File: src/rtl/cwb_pkg.sv
// Shared definitions for the CW beam generator.
// Assumes the channel count does not exceed the register data width.
package cwb_pkg;
    // Register address of the shared divider, placed after the delay slots.
    function automatic int div_addr(input int num_ch);
        return num_ch;
    endfunction
    // Register address of the high-impedance mask.
    function automatic int mask_addr(input int num_ch);
        return num_ch + 1;
    endfunction
endpackage

File: src/rtl/cwb_run_ctrl.sv
// Run gate: combines enable and tx_run into a start pulse and a hold level.
// Assumes both inputs are synchronous to clk.
module cwb_run_ctrl (
    input  logic clk,
    input  logic rst_n,
    input  logic enable,
    input  logic tx_run,
    output logic start_o,
    output logic hold_o
);
    logic active;
    logic run_q;

    assign active  = enable & tx_run;
    assign start_o = active & ~run_q;
    assign hold_o  = active & run_q;

    // Remember whether the array was transmitting in the previous cycle.
    always_ff @(posedge clk) begin
        if (!rst_n) run_q <= 1'b0;
        else        run_q <= active;
    end

    a_r6_start_needs_enable: assert property (@(posedge clk) disable iff (!rst_n)
        start_o |-> (enable && tx_run));
    a_r4_hold_drops: assert property (@(posedge clk) disable iff (!rst_n)
        !tx_run |=> !run_q);
endmodule

File: src/rtl/cwb_cfg_regs.sv
// Configuration registers with a run-time capture copy.
// The live copy takes writes at any time. The captured divider and mask
// follow the live copy only on a start pulse, using pre-edge values.
module cwb_cfg_regs #(
    parameter int NUM_CH = 8,
    parameter int CNT_W  = 8,
    parameter int ADDR_W = 4
) (
    input  logic                         clk,
    input  logic                         rst_n,
    input  logic                         we,
    input  logic [ADDR_W-1:0]            addr,
    input  logic [CNT_W-1:0]             wdata,
    input  logic                         start_i,
    output logic [NUM_CH-1:0][CNT_W-1:0] dly_o,
    output logic [CNT_W-1:0]             div_snap_o,
    output logic [NUM_CH-1:0]            mask_o,
    output logic [NUM_CH-1:0]            mask_snap_o
);
    import cwb_pkg::*;
    localparam int DIV_A  = div_addr(NUM_CH);
    localparam int MASK_A = mask_addr(NUM_CH);

    logic [CNT_W-1:0] div_q;

    // Live register file: one delay per channel, divider and mask.
    always_ff @(posedge clk) begin
        if (!rst_n) begin
            dly_o  <= '0;
            div_q  <= '0;
            mask_o <= '0;
        end else if (we) begin
            for (int c = 0; c < NUM_CH; c++)
                if (addr == ADDR_W'(c)) dly_o[c] <= wdata;
            if (addr == ADDR_W'(DIV_A))  div_q  <= wdata;
            if (addr == ADDR_W'(MASK_A)) mask_o <= wdata[NUM_CH-1:0];
        end
    end

    // Capture copy used for the duration of a run.
    always_ff @(posedge clk) begin
        if (!rst_n) begin
            div_snap_o  <= '0;
            mask_snap_o <= '0;
        end else if (start_i) begin
            div_snap_o  <= div_q;
            mask_snap_o <= mask_o;
        end
    end

    a_r8_snap_frozen: assert property (@(posedge clk) disable iff (!rst_n)
        !start_i |=> $stable(div_snap_o) && $stable(mask_snap_o));
endmodule

File: src/rtl/cwb_channel.sv
// One CW channel: start delay countdown, then a half-period counter that
// toggles the level every div_i+1 cycles. All state clears when no run.
module cwb_channel #(
    parameter int CNT_W = 8
) (
    input  logic             clk,
    input  logic             rst_n,
    input  logic             start_i,
    input  logic             hold_i,
    input  logic [CNT_W-1:0] dly_i,
    input  logic [CNT_W-1:0] div_i,
    input  logic             hide_start_i,
    input  logic             hide_run_i,
    output logic             level_o,
    output logic             oe_o
);
    logic             wait_q;
    logic [CNT_W-1:0] dly_q;
    logic [CNT_W-1:0] half_q;
    logic             lvl_q;
    logic             oe_q;

    // Delay countdown and half-period counter with output toggle.
    always_ff @(posedge clk) begin
        if (!rst_n || (!start_i && !hold_i)) begin
            wait_q <= 1'b0;
            dly_q  <= '0;
            half_q <= '0;
            lvl_q  <= 1'b0;
        end else if (start_i) begin
            wait_q <= (dly_i != '0);
            dly_q  <= dly_i;
            half_q <= '0;
            lvl_q  <= 1'b0;
        end else if (wait_q) begin
            dly_q <= dly_q - 1'b1;
            if (dly_q == CNT_W'(1)) wait_q <= 1'b0;
        end else if (half_q == div_i) begin
            half_q <= '0;
            lvl_q  <= ~lvl_q;
        end else begin
            half_q <= half_q + 1'b1;
        end
    end

    // Output-enable: mask at start from the live bit, then the captured bit.
    always_ff @(posedge clk) begin
        if (!rst_n)       oe_q <= 1'b0;
        else if (start_i) oe_q <= ~hide_start_i;
        else if (hold_i)  oe_q <= ~hide_run_i;
        else              oe_q <= 1'b0;
    end

    assign level_o = lvl_q & oe_q;
    assign oe_o    = oe_q;

    a_r3_quiet_in_delay: assert property (@(posedge clk) disable iff (!rst_n)
        wait_q |-> !lvl_q);
    a_r2_half_bound: assert property (@(posedge clk) disable iff (!rst_n)
        (hold_i && !wait_q) |-> half_q <= div_i);
    a_r2_no_early_toggle: assert property (@(posedge clk) disable iff (!rst_n)
        (hold_i && !wait_q && half_q != div_i) |=> (lvl_q == $past(lvl_q)) || !oe_q && !lvl_q);
    a_r5_masked_silent: assert property (@(posedge clk) disable iff (!rst_n)
        (hold_i && hide_run_i) |=> !oe_o && !level_o);
endmodule

File: src/rtl/cw_beam_gen.sv
// Top: multichannel phase-delayed CW square-wave generator.
// Assumes NUM_CH <= CNT_W so the mask fits in one register write.
module cw_beam_gen #(
    parameter int NUM_CH = 8,
    parameter int CNT_W  = 8,
    parameter int ADDR_W = 4
) (
    input  logic              clk,
    input  logic              rst_n,
    input  logic              enable,
    input  logic              tx_run,
    input  logic              cfg_we,
    input  logic [ADDR_W-1:0] cfg_addr,
    input  logic [CNT_W-1:0]  cfg_wdata,
    output logic [NUM_CH-1:0] cw_level,
    output logic [NUM_CH-1:0] cw_oe
);
    logic                         start;
    logic                         hold;
    logic [NUM_CH-1:0][CNT_W-1:0] dly;
    logic [CNT_W-1:0]             div_snap;
    logic [NUM_CH-1:0]            mask_live;
    logic [NUM_CH-1:0]            mask_snap;

    cwb_run_ctrl i_run (
        .clk     (clk),
        .rst_n   (rst_n),
        .enable  (enable),
        .tx_run  (tx_run),
        .start_o (start),
        .hold_o  (hold)
    );

    cwb_cfg_regs #(.NUM_CH(NUM_CH), .CNT_W(CNT_W), .ADDR_W(ADDR_W)) i_regs (
        .clk         (clk),
        .rst_n       (rst_n),
        .we          (cfg_we),
        .addr        (cfg_addr),
        .wdata       (cfg_wdata),
        .start_i     (start),
        .dly_o       (dly),
        .div_snap_o  (div_snap),
        .mask_o      (mask_live),
        .mask_snap_o (mask_snap)
    );

    for (genvar c = 0; c < NUM_CH; c++) begin : g_ch
        cwb_channel #(.CNT_W(CNT_W)) i_ch (
            .clk          (clk),
            .rst_n        (rst_n),
            .start_i      (start),
            .hold_i       (hold),
            .dly_i        (dly[c]),
            .div_i        (div_snap),
            .hide_start_i (mask_live[c]),
            .hide_run_i   (mask_snap[c]),
            .level_o      (cw_level[c]),
            .oe_o         (cw_oe[c])
        );
    end

    a_r4_hiz_when_stopped: assert property (@(posedge clk) disable iff (!rst_n)
        !tx_run |=> (cw_oe == '0) && (cw_level == '0));
    a_r6_idle_when_disabled: assert property (@(posedge clk) disable iff (!rst_n)
        !enable |=> (cw_oe == '0) && (cw_level == '0));
    a_r5_level_needs_oe: assert property (@(posedge clk) disable iff (!rst_n)
        (cw_level & ~cw_oe) == '0);
    a_r1_reset_quiet: assert property (@(posedge clk)
        !rst_n |=> (cw_oe == '0));
endmodule

File: config.mk
export PLATFORM = sky130hd
export DESIGN_NAME = cw_beam_gen
export DESIGN_NICKNAME = d
export VERILOG_FILES = /design/src/rtl/cwb_pkg.sv /design/src/rtl/cwb_run_ctrl.sv /design/src/rtl/cwb_cfg_regs.sv /design/src/rtl/cwb_channel.sv /design/src/rtl/cw_beam_gen.sv
export SDC_FILE = /design/constraint.sdc
export NUM_CORES = 1
export LEC_CHECK = 0
export BUFFER_PORTS_ARGS = -buffer_cell sky130_fd_sc_hd__buf_2
export CAP_MARGIN = 40
export CORE_MARGIN = 10
export CORE_UTILIZATION = 51
export CTS_CLUSTER_SIZE = 10
export DETAILED_ROUTE_END_ITERATION = 10
export PLACE_DENSITY = 0.67
export REMOVE_ABC_BUFFERS = 1
export SYNTH_ARGS = -nofsm -noshare
export SYNTH_HDL_FRONTEND = slang
export SYNTH_SLANG_ARGS = --single-unit
File: constraint.sdc
create_clock -name clk -period 1.8 [get_ports clk]
set_input_delay 0.45 -clock clk [delete_from_list [all_inputs] [get_ports clk]]
set_output_delay 0.45 -clock clk [all_outputs]
set_load 0.005 [all_outputs]
==> flow_summary.yaml <==
clocking:
  clock_sinks: 249
  clkSlewWorstSetupHoldPaths_ns: 0.06
  postCtsHoldBufs: 0
  clk_path_buf_depth: 3
  insertion_delay_ns: 0.55
  numCtsBuffers: 29
  cts_tree: "built"
  cts_root_buf: "clkbuf_16"
  h-tree-depth: 1
power:
  power.total_mw: 11.2
  peakVddDrop_v: 0.000617
  p_per_area_nw_per_um2: 828
  leakage_nw: 5.19
timing:
  fin_skew_ns: 0.0153
  whs_ns: 0.310
  hold_viol: 0
  rsz0062_at_grt: "yes"
  final.period_utilization_pct: 99.5
  slew_viol_final: 0
  worst_pin_slew_ns: 0.737
  fmax_mhz: 559
  min_period_ns: 1.79
  setup_tns_ns: 0
  setup_viol: 0
  max_slew_margin_pct: 50.9
drt:
  post_drt_via_cell_ratio: 5.43
  drt_pass1_iterations: 5
  drt_iter0_drc: 379
  drtAntennaViolNets: 0
  drc: 0
  routed_wl_mm: 26.2
  num_vias: 8956
  drt-wirelength-per-cell_um: 15.8
floorplanning:
  core-area_sq_um: 22700
  dieArea_sq_um: 29600
  die_h_um: 172
  start_util_pct: 51.9
  rows: 55
  io_pins: 33
  fp.dieW_um: 172
flow_run:
  max_cap_violations: 0
cells_and_area:
  final_nets: 1400
  fillers: 1983
  drive_above_1_share_pct: 15.4
  multi_input_area_sq_um: 6350
  register_area_sq_um: 4990
  diodes: 0
  utilization_pct: 59.6
  final_cell_mix: "243 x dfxtp_1, 141 x nor2_1, 112 x nand2_1"
  final_area_sq_um: 13500
  syn_to_final_growth_pct: 15.0
  final_common_cell: "dfxtp_1"
yosys:
  synth_cell_types: 43
  synth_top_area_share_pct: 42.3
  synth_area_leaders: "dfxtp_1 42%, xnor2_1 7.5%, mux2i_1 5.4%"
  yosys.area.top_type: "dfxtp_1"
  ys_seq_area_share_pct: 42.3
  syn_area_sq_um: 11800
  yosys_warnings: 0
  syn-mean-instance-area_sq_um: 9.15
  synth_ff_type: "dfxtp_1"
  synth-edff-count: 0
  async_reset_ff_share_pct: 0
  synth_cells: 1287
  ys_seq_elements: 249
critical_path:
  crit_fanout: 5
  cp-startpoint: "i_regs.div_snap_o[1]$_SDFFE_PN0P_"
  required_ns: 2.27
  crit_end: "g_ch[6].i_ch.lvl_q$_SDFFE_PP0P_"
  r2r-end: "g_ch[6].i_ch.lvl_q$_SDFFE_PP0P_"
  worstPathArrival_ns: 2.26
  r2r_cells: 5
  r2r_start: "i_regs.div_snap_o[1]$_SDFFE_PN0P_"
  rrSetupSlack_ns: 0.01
  cp-end-kind: "register"
  crit_type: "reg -> reg"
  startpoint_type: "register"
placed_design:
  place_area_sq_um: 12600
  gp_routability_congestion: 0.825
  portBuffers: 32
  hpwl_mm: 17.8
global_route:
  overflow: 0
  grtUsageTotal_pct: 17.7
  grt_max_degree: 74
  antenna_found_initial: 0
  grt_first_pass_wirelength_mm: 43.5
  grt_pass1_vias: 8718
min_path:
  hold_path_class: "in -> reg"
run_status:
  run_status: "finished clean"
[Yosys cell counts (8+ instances only)]
| library cell | n |
|---|---|
| nor2_1 | 142 |
| a211oi_1 | 38 |
| nand2_1 | 112 |
| nor3_1 | 17 |
| and2_1 | 9 |
| nor4_1 | 26 |
| buf_4 | 17 |
| nand3_1 | 29 |
| clkbuf_1 | 56 |
| or3_1 | 10 |
| inv_1 | 17 |
| mux2i_1 | 64 |
| a31oi_1 | 8 |
| o31ai_1 | 9 |
| nand4b_1 | 18 |
| a21boi_0 | 40 |
| ha_1 | 24 |
| or4_1 | 14 |
| o21ai_0 | 32 |
| o22ai_1 | 8 |
| dfxtp_1 | 249 |
| a21oi_1 | 32 |
| o211ai_1 | 8 |
| xnor2_1 | 101 |
| nor2b_1 | 65 |
| a311oi_1 | 10 |
| xor2_1 | 65 |
[per-layer routing]
layer,up-vias,share of wire [%],routed length [um],track usage (%)
met3,36,3.8,984,2.67
met5,-,0,0,0
met1,4237,49,12800,24.0
met2,127,45,11800,29.1
li1,4556,-,-,-
met4,0,2.0,511,3.75
[worst min path at each step]
stage	from	endpoint	slack, ns	cells past startpoint
floorplan	i_regs.mask_o[0]$_SDFFE_PN0P_	g_ch[0].i_ch.oe_o$_SDFF_PN0_	0.42	1
global placement	i_regs.mask_snap_o[3]$_SDFFE_PN0P_	i_regs.mask_snap_o[3]$_SDFFE_PN0P_	0.45	2
detailed placement	i_regs.mask_snap_o[6]$_SDFFE_PN0P_	g_ch[6].i_ch.oe_o$_SDFF_PN0_	0.46	1
CTS	cfg_wdata[1]	i_regs.dly_o[41]$_SDFFE_PN0P_	0.29	3
global route	cfg_wdata[3]	i_regs.dly_o[59]$_SDFFE_PN0P_	0.31	3
finish	cfg_wdata[1]	i_regs.dly_o[41]$_SDFFE_PN0P_	0.31	3
[cell type report]
cell class	count	share of cell area [%]
clock buffers	35	5.67
clock inverters	2	0.102
inverters	17	0.471
multi-input cells	931	46.9
flip-flops and latches	249	36.9
well taps	285	2.63
repair buffers	131	7.41
[through the flow]
| stage | setup WS (ns) | std cells |
|---|---|---|
| after floorplan | -2.32 | 1197 |
| after global placement | -0.000855 | 1606 |
| after CTS | -0.00412 | 1644 |
| after global routing | -0.0297 | 1650 |
| final | 0.00985 | 1650 |
| after detailed placement | -0.0211 | 1607 |
[power breakdown]
group          internal [mW]  switching [mW]
sequential              5.57          0.0466
combinational          0.226           0.321
clock                   2.94            2.11
total                   8.74            2.48
[flip-flops by register name (all words and copies together) (netlist names)]
signal,count
i_regs.div_q,8
g_ch.i_ch.wait_q,8
g_ch.i_ch.lvl_q,8
i_regs.div_snap_o,8
i_regs.mask_o,8
g_ch.i_ch.dly_q,64
i_run.run_q,1
g_ch.i_ch.half_q,64
g_ch.i_ch.oe_o,8
i_regs.dly_o,64
i_regs.mask_snap_o,8
[critical path, stage by stage, from the launching register on]
cell     delay, ns
dfxtp_2       0.33
buf_6         0.13
xor2_1        0.16
or4_4         0.55
or4_4         0.43
a21oi_2       0.13
[timing repair]
| action | CTS | global route |
|---|---|---|
| pin swaps | 4 | 16 |
| endpoints found under the setup margin | 3 | 54 |
| resized for setup | 3 | 24 |
| buffers inserted | 0 | 6 |
[logic make-up after synthesis]
group / share of synthesized area [%]
XOR/XNOR: 12.3
adder cells (fa/ha/maj): 2.55
multiplexers: 5.44
AO/OA/AOI/OAI: 11.6
flip-flops: 42.3
buffers and inverters: 4.44
AND/OR/NAND/NOR: 21.3
Note: power is estimated with default switching activity, not from simulation.
